==> config.mk <==
export PLATFORM = sky130hd
export DESIGN_NAME = tod_alarm_match
export DESIGN_NICKNAME = d
export VERILOG_FILES = /design/src/rtl/tod_alarm_match.sv
export SDC_FILE = /design/constraint.sdc
export NUM_CORES = 1
export LEC_CHECK = 0
export BUFFER_PORTS_ARGS = -buffer_cell sky130_fd_sc_hd__buf_2
export CAP_MARGIN = 20
export CORE_MARGIN = 1.5
export CORE_UTILIZATION = 43
export DETAILED_ROUTE_END_ITERATION = 16
export GPL_ROUTABILITY_DRIVEN = 0
export PLACE_DENSITY = 0.78
export SLEW_MARGIN = 20
export SYNTH_ARGS = -nofsm -noshare
export SYNTH_HDL_FRONTEND = slang
export SYNTH_SLANG_ARGS = --single-unit
==> constraint.sdc <==
create_clock -name clk -period 1.3 [get_ports clk]
set_input_delay 0.13 -clock clk [delete_from_list [all_inputs] [get_ports clk]]
set_output_delay 0.13 -clock clk [all_outputs]
set_load 0.005 [all_outputs]
==> src/rtl/tod_alarm_match.sv <==
module tod_alarm_match #(
  parameter int ADDR_W = 4
) (
  input  logic              clk,
  input  logic              rst_n,
  input  logic              bus_sel,
  input  logic              bus_wr,
  input  logic [ADDR_W-1:0] bus_addr,
  input  logic [7:0]        bus_wdata,
  output logic [7:0]        bus_rdata,
  input  logic              tick_1s,
  input  logic [6:0]        now_sec,
  input  logic [6:0]        now_min,
  input  logic [5:0]        now_hour,
  input  logic [5:0]        now_date,
  output logic              irq_n
);
  localparam logic [ADDR_W-1:0] A_SEC  = ADDR_W'(8);
  localparam logic [ADDR_W-1:0] A_MIN  = ADDR_W'(9);
  localparam logic [ADDR_W-1:0] A_HOUR = ADDR_W'(10);
  localparam logic [ADDR_W-1:0] A_DATE = ADDR_W'(11);
  localparam logic [ADDR_W-1:0] A_FLAG = ADDR_W'(14);
  localparam logic [ADDR_W-1:0] A_CTRL = ADDR_W'(15);
  localparam int TIE_BIT = 3;

  logic       al_sec_m, al_min_m, al_hr_m, al_dt_m;
  logic [6:0] al_sec_v, al_min_v;
  logic [5:0] al_hr_v, al_dt_v;
  logic       flag_q, tie_q;

  wire wr_en = bus_sel & bus_wr;
  wire rd_en = bus_sel & ~bus_wr;

  wire hit = (al_sec_m | (al_sec_v == now_sec)) &
             (al_min_m | (al_min_v == now_min)) &
             (al_hr_m  | (al_hr_v  == now_hour)) &
             (al_dt_m  | (al_dt_v  == now_date));

  always_ff @(posedge clk or negedge rst_n) begin
    if (!rst_n) begin
      al_sec_m <= 1'b0; al_sec_v <= '0;
      al_min_m <= 1'b0; al_min_v <= '0;
      al_hr_m  <= 1'b0; al_hr_v  <= '0;
      al_dt_m  <= 1'b0; al_dt_v  <= '0;
      tie_q    <= 1'b0;
    end else if (wr_en) begin
      case (bus_addr)
        A_SEC:  begin al_sec_m <= bus_wdata[7]; al_sec_v <= bus_wdata[6:0]; end
        A_MIN:  begin al_min_m <= bus_wdata[7]; al_min_v <= bus_wdata[6:0]; end
        A_HOUR: begin al_hr_m  <= bus_wdata[7]; al_hr_v  <= bus_wdata[5:0]; end
        A_DATE: begin al_dt_m  <= bus_wdata[7]; al_dt_v  <= bus_wdata[5:0]; end
        A_CTRL: tie_q <= bus_wdata[TIE_BIT];
        default: ;
      endcase
    end
  end

  always_ff @(posedge clk or negedge rst_n) begin
    if (!rst_n)
      flag_q <= 1'b0;
    else if (tick_1s && hit)
      flag_q <= 1'b1;
    else if (rd_en && bus_addr == A_FLAG)
      flag_q <= 1'b0;
  end

  always_comb begin
    bus_rdata = 8'h00;
    case (bus_addr)
      A_SEC:  bus_rdata = {al_sec_m, al_sec_v};
      A_MIN:  bus_rdata = {al_min_m, al_min_v};
      A_HOUR: bus_rdata = {al_hr_m, 1'b0, al_hr_v};
      A_DATE: bus_rdata = {al_dt_m, 1'b0, al_dt_v};
      A_FLAG: bus_rdata = {7'b0, flag_q};
      A_CTRL: bus_rdata[TIE_BIT] = tie_q;
      default: ;
    endcase
  end

  assign irq_n = ~(flag_q & tie_q);
endmodule

; ---- Word-level counts from Yosys, hierarchy flattened
; Index checks and enable logic that the tools add are counted.
; Widths: inputs -> output; s select.
[totals]
output_inout_bits = 9
register_bits = 32
wordCells = 45
in_bits = 43
[op_classes]
eq_ne = 10
bitwise_logic = 12
mux = 5
reduce_logical = 8
[op_table]
columns = cell, count
row1 = $eq 4x4->1 const B, 6
row2 = $pmux 4 s4, 1
row3 = $pmux 3 s5, 1
row4 = $eq 7x7->1, 2
row5 = $eq 6x6->1, 2
row6 = $reduce_and 2->1, 5
row7 = $and 1x1->1, 6
row8 = $pmux 1 s5, 1
row9 = $or 1x1->1, 4
row10 = $logic_and 1x1->1, 2
row11 = $mux 1, 2
row12 = $not 1->1, 2
row13 = $reduce_bool 2->1, 1

; ---- Depth between registers and ports, before layout
[logic_depth]
ltp_word = 7
ltp_mapped = 7
ltp_nobuf = 5

; ---- Worst setup path after synthesis
; OpenSTA, ideal clock, no wires.
[synth_path]
kind = register -> register
start = reg al_min_v[4]
end = reg flag_q
synth_period_minus_slack_ns = 1.328
setup_slack_ns = -0.028
path_buffers = 0
t_required_ns = 1.233
setup_ns = 0.067
stages_incl_launch_ff = 6
arrival_time_ns = 1.261
path_cell_list = dfrtp_1 > xor2_1 > nor4_1 > a41oi_1 > nor3_1 > a32o_1
[synth_between]
elab_chain_len = 7
elab_cells_between_ends = 8
classes_between = eq/ne (1) / mux (1) / bitwise (4) / reduce/logical (2)
[synth_lines]
columns = element, line_no
row1 = from (decl), 27  ; logic [6:0] al_sec_v, al_min_v;
row2 = from (signal assigned), 49  ; A_MIN: begin al_min_m <= bus_wdata[7]; al_min_v <= bus_wdata[6:0]; end
row3 = $eq 7x7->1 (*), 35  ; (al_min_m | (al_min_v == now_min)) &
row4 = $or 1x1->1 (*), 35
row5 = $and 1x1->1 (*), 34  ; wire hit = (al_sec_m | (al_sec_v == now_sec)) &
row6 = $and 1x1->1 (*), 35
row7 = $and 1x1->1 (*), 36  ; (al_hr_m | (al_hr_v == now_hour)) &
row8 = $logic_and 1x1->1 (*), 61  ; else if (tick_1s && hit)
row9 = $mux 1 / $reduce_bool 2->1 (equally long branches), -
row10 = to (signal assigned), 60  ; flag_q <= 1'b0;
row11 = to (signal assigned), 62  ; flag_q <= 1'b1;
row12 = to (signal assigned), 64  ; flag_q <= 1'b0;
row13 = to (decl), 29  ; logic flag_q, tie_q;
; Every way passes the cells marked *; elsewhere a longest branch is shown, timed or not.
; A chain may end at the register's enable or synchronous reset.

; ---- Worst setup path in the final report
[layout_path]
start = reg al_sec_v[2]
end = out bus_rdata[2]
[layout_between]
elab_chain_len = 1
[layout_lines]
columns = element, line_no
row1 = from (decl), 27
row2 = from (signal assigned), 48  ; A_SEC: begin al_sec_m <= bus_wdata[7]; al_sec_v <= bus_wdata[6:0]; end
row3 = $pmux 3 s5, 69  ; case (bus_addr)
row4 = to (decl), 10  ; output logic [7:0] bus_rdata,
; Every way passes these cells.

==> flow_results.xml <==
<?xml version="1.0" encoding="UTF-8"?>
<metrics>
  <group name="outcome">
    <metric name="outcome" unit="">finished, violations left</metric>
    <metric name="failed_checks" unit="">negative setup slack</metric>
  </group>
  <group name="layout">
    <metric name="area.growth.synth_to_final" unit="%">38.7</metric>
    <metric name="layout.filler_cells" unit="">313</metric>
    <metric name="finished_layout_cells" unit="">279</metric>
    <metric name="design.final.nets" unit="">271</metric>
    <metric name="utilization" unit="">0.631</metric>
    <metric name="post_layout_instance_area" unit="sq um">2560</metric>
    <metric name="drive_gt1_frac" unit="">0.607</metric>
    <metric name="antenna-diode-count" unit="">0</metric>
  </group>
  <group name="hold_path">
    <metric name="hold_wc_path_type" unit="">primary input to register</metric>
  </group>
  <group name="floorplanning">
    <metric name="coreArea" unit="sq um">4060</metric>
    <metric name="start_util" unit="">0.455</metric>
    <metric name="die_h" unit="um">68.5</metric>
    <metric name="boundaryPins" unit="">52</metric>
    <metric name="rows" unit="">23</metric>
    <metric name="dieWidth" unit="um">68.5</metric>
    <metric name="die_area" unit="sq um">4690</metric>
  </group>
  <group name="sta">
    <metric name="timing.final.crit_period" unit="ns">1.66</metric>
    <metric name="timing.max_slew.rel_slack" unit="">0.724</metric>
    <metric name="count_of_pins_over_their_slew_limit" unit="">0</metric>
    <metric name="timing.final.ws_setup" unit="ns">-0.359</metric>
    <metric name="max_freq" unit="MHz">603</metric>
    <metric name="final.setup.tns" unit="ns">-2.35</metric>
    <metric name="final.hold.worst_slack" unit="ns">0.0868</metric>
    <metric name="final.setup_skew" unit="ns">0.00481</metric>
    <metric name="finalHoldViolations" unit="">0</metric>
    <metric name="rsz0062_at_grt" unit="">yes</metric>
    <metric name="final_min_period_over_clock_period" unit="">1.28</metric>
    <metric name="worst-slew-pin-transition" unit="ns">0.414</metric>
    <metric name="timing.final.setup_violations" unit="">8</metric>
  </group>
  <group name="setup_path">
    <metric name="element_type_at_the_critical_path_end" unit="">output pin</metric>
    <metric name="crit_required" unit="ns">1.17</metric>
    <metric name="cp_max_stage_delay" unit="ns">0.45</metric>
    <metric name="critPathKind" unit="">register to output pin</metric>
    <metric name="crit_chain" unit="">buf_6 &gt; mux4_2 &gt; nor2b_4 &gt; buf_2</metric>
    <metric name="critical_path.max_fanout" unit="">2</metric>
    <metric name="worst-endpoint-arrival" unit="ns">1.53</metric>
    <metric name="critPathSlowestCell" unit="">mux4_2</metric>
    <metric name="critical_path_launch_point_type" unit="">register</metric>
    <metric name="path_delay_family" unit="">multiplexers</metric>
    <metric name="critPathBufInv" unit="">2</metric>
  </group>
  <group name="routing">
    <metric name="detail-route-antenna-nets" unit="">0</metric>
    <metric name="drt-total-wl" unit="um">4750</metric>
    <metric name="vias" unit="">1479</metric>
    <metric name="detail_route.vias_per_cell" unit="">5.30</metric>
    <metric name="drt-initial-drc-count" unit="">38</metric>
    <metric name="drt_pass1_iterations" unit="">4</metric>
    <metric name="detail_route.drc_violations" unit="">0</metric>
    <metric name="wl_per_cell" unit="um">17.0</metric>
  </group>
  <group name="placement">
    <metric name="dpl_worst_slack" unit="ns">-0.332</metric>
    <metric name="dp_hpwl" unit="um">3530</metric>
    <metric name="port-buffer-count" unit="">51</metric>
    <metric name="place.detailed.instances" unit="">263</metric>
    <metric name="dpl-instance-area" unit="sq um">2350</metric>
  </group>
  <group name="global_routing">
    <metric name="grt_antenna_before_repair" unit="">0</metric>
    <metric name="grt_overflow" unit="">0</metric>
    <metric name="grt_use_total" unit="">0.231</metric>
    <metric name="first_global_vias" unit="">1472</metric>
    <metric name="grt_pass1_wl" unit="um">7440</metric>
    <metric name="grt_start_max_net_pins" unit="">18</metric>
  </group>
  <group name="yosys">
    <metric name="synth.yosys.seq_area_share" unit="">0.434</metric>
    <metric name="synth_top_area_cell" unit="">dfrtp_1</metric>
    <metric name="yosysWarningCount" unit="">0</metric>
    <metric name="synth_edf_count" unit="">0</metric>
    <metric name="postSynthAreaPerCell" unit="sq um">13.2</metric>
    <metric name="yosysMostFrequentCell" unit="">dfrtp_1</metric>
    <metric name="synth_top_cells_by_area" unit="">dfrtp_1, mux2_2, xor2_1</metric>
    <metric name="yosys.area.top_type_share" unit="">0.434</metric>
    <metric name="syn_nets" unit="">183</metric>
    <metric name="synth_cell_count_leaders" unit="">dfrtp_1, mux2_2, xor2_1</metric>
    <metric name="ys_async_sr_fraction" unit="">1.00</metric>
    <metric name="synthFlopType" unit="">dfrtp_1</metric>
    <metric name="synth_seq_cells" unit="">32</metric>
    <metric name="yosys.cell_types.count" unit="">31</metric>
    <metric name="synthesis.instances" unit="">140</metric>
    <metric name="synth_area" unit="sq um">1850</metric>
  </group>
  <group name="power">
    <metric name="cellLeakagePower" unit="nW">1.23</metric>
    <metric name="power.density_cell_area" unit="nW/um^2">1210</metric>
    <metric name="totalPowerFinal" unit="mW">3.11</metric>
    <metric name="peakVddDrop" unit="uV">700</metric>
  </group>
  <group name="cts">
    <metric name="numCtsBuffers" unit="">5</metric>
    <metric name="path_clk_slew" unit="ns">0.06</metric>
    <metric name="clk_path_buf_depth" unit="">2</metric>
    <metric name="clock_tree_from_tritoncts" unit="">built</metric>
    <metric name="htree_levels" unit="">2</metric>
    <metric name="clock_root_cell" unit="">clkbuf_8</metric>
    <metric name="numClockSinks" unit="">32</metric>
    <metric name="worst_skew_pair.late_latency" unit="ns">0.29</metric>
  </group>
  <group name="run">
    <metric name="timing.max_cap.violations" unit="">0</metric>
  </group>
</metrics>
-- metal layers --
| layer | routed length, um | part of all wire | vias up | track usage |
|---|---|---|---|---|
| met4 | 104 | 0.022 | 0 | 0.0925 |
| met1 | 2130 | 0.45 | 724 | 0.312 |
| met5 | 0 | 0 | - | 0 |
| met3 | 244 | 0.051 | 11 | 0.0584 |
| met2 | 2270 | 0.48 | 49 | 0.356 |
| li1 | - | - | 695 | - |
-- kinds of logic (layout without fill, tap and decap cells) --
group	count (synthesis)	after routing	synth area share
flops	32	32	0.434
buf+inv	4	93	0.0156
compound gates	9	9	0.0359
simple gates	30	30	0.118
xor+xnor	26	26	0.123
mux	39	39	0.273
-- what timing repair did --
action / CTS / global route
pin swaps: 4 / 5
setup endpoints to repair: 8 / 9
cloned: 0 / 0
endpoints found under the hold margin: 16 / 0
setup buffers: 7 / 0
gates resized for setup: 10 / 5
hold buffers: 1 / 0
-- layout by cell type, fill, tap and decap left out, types with 3 or more instances in the layout --
master / netlist / layout
clkbuf_8: 0 / 6
nand2_1: 3 / 3
nor2b_1: 5 / 3
xor2_1: 16 / 16
buf_6: 1 / 5
mux4_2: 6 / 6
buf_2: 2 / 51
buf_4: 1 / 26
xnor2_1: 10 / 10
mux2_2: 31 / 31
dfrtp_1: 32 / 32
-- worst register-to-register path, cell delays in order (launching register included) --
cell,delay (ns)
dfrtp_1,0.42
xor2_1,0.19
nor4_2,0.33
a41oi_1,0.18
nor3_2,0.18
a32o_1,0.17
-- flip-flops by register name (all words and copies together), names as in the netlist --
name      flops
al_sec_v      7
flag_q        1
al_min_v      7
al_dt_m       1
al_dt_v       6
tie_q         1
al_min_m      1
al_sec_m      1
al_hr_m       1
al_hr_v       6
-- area by class of cell --
class,instances,area [sq um],area share
Tap cell,50,62.6,0.0244
Multi-Input combinational cell,104,1050,0.410
Timing Repair Buffer,85,557,0.217
Clock buffer,8,90.1,0.0352
Sequential cell,32,801,0.313
-- power breakdown --
group | switching [mW] | internal, mW | total, mW
clock | 0.364 | 0.431 | 0.795
combinational | 0.369 | 0.596 | 0.965
sequential | 0.156 | 1.19 | 1.35
-- path summary, 6_finish.rpt --
check / from / endpoint / slack (ns) / cells past startpoint
setup / recovery: al_sec_v[2] / bus_rdata[2] / -0.36 / 4
hold / removal: bus_wdata[6] / al_min_v[6] / 0.09 / 2
setup reg to reg: al_sec_v[0] / flag_q / -0.22 / 5
hold reg to reg: tie_q / tie_q / 0.54 / 1
max in group asynchronous: rst_n / al_min_v[0] / 0.58 / 3
min in group asynchronous: rst_n / al_dt_v[5] / 0.30 / 2
(Power assumes the default switching activity.)
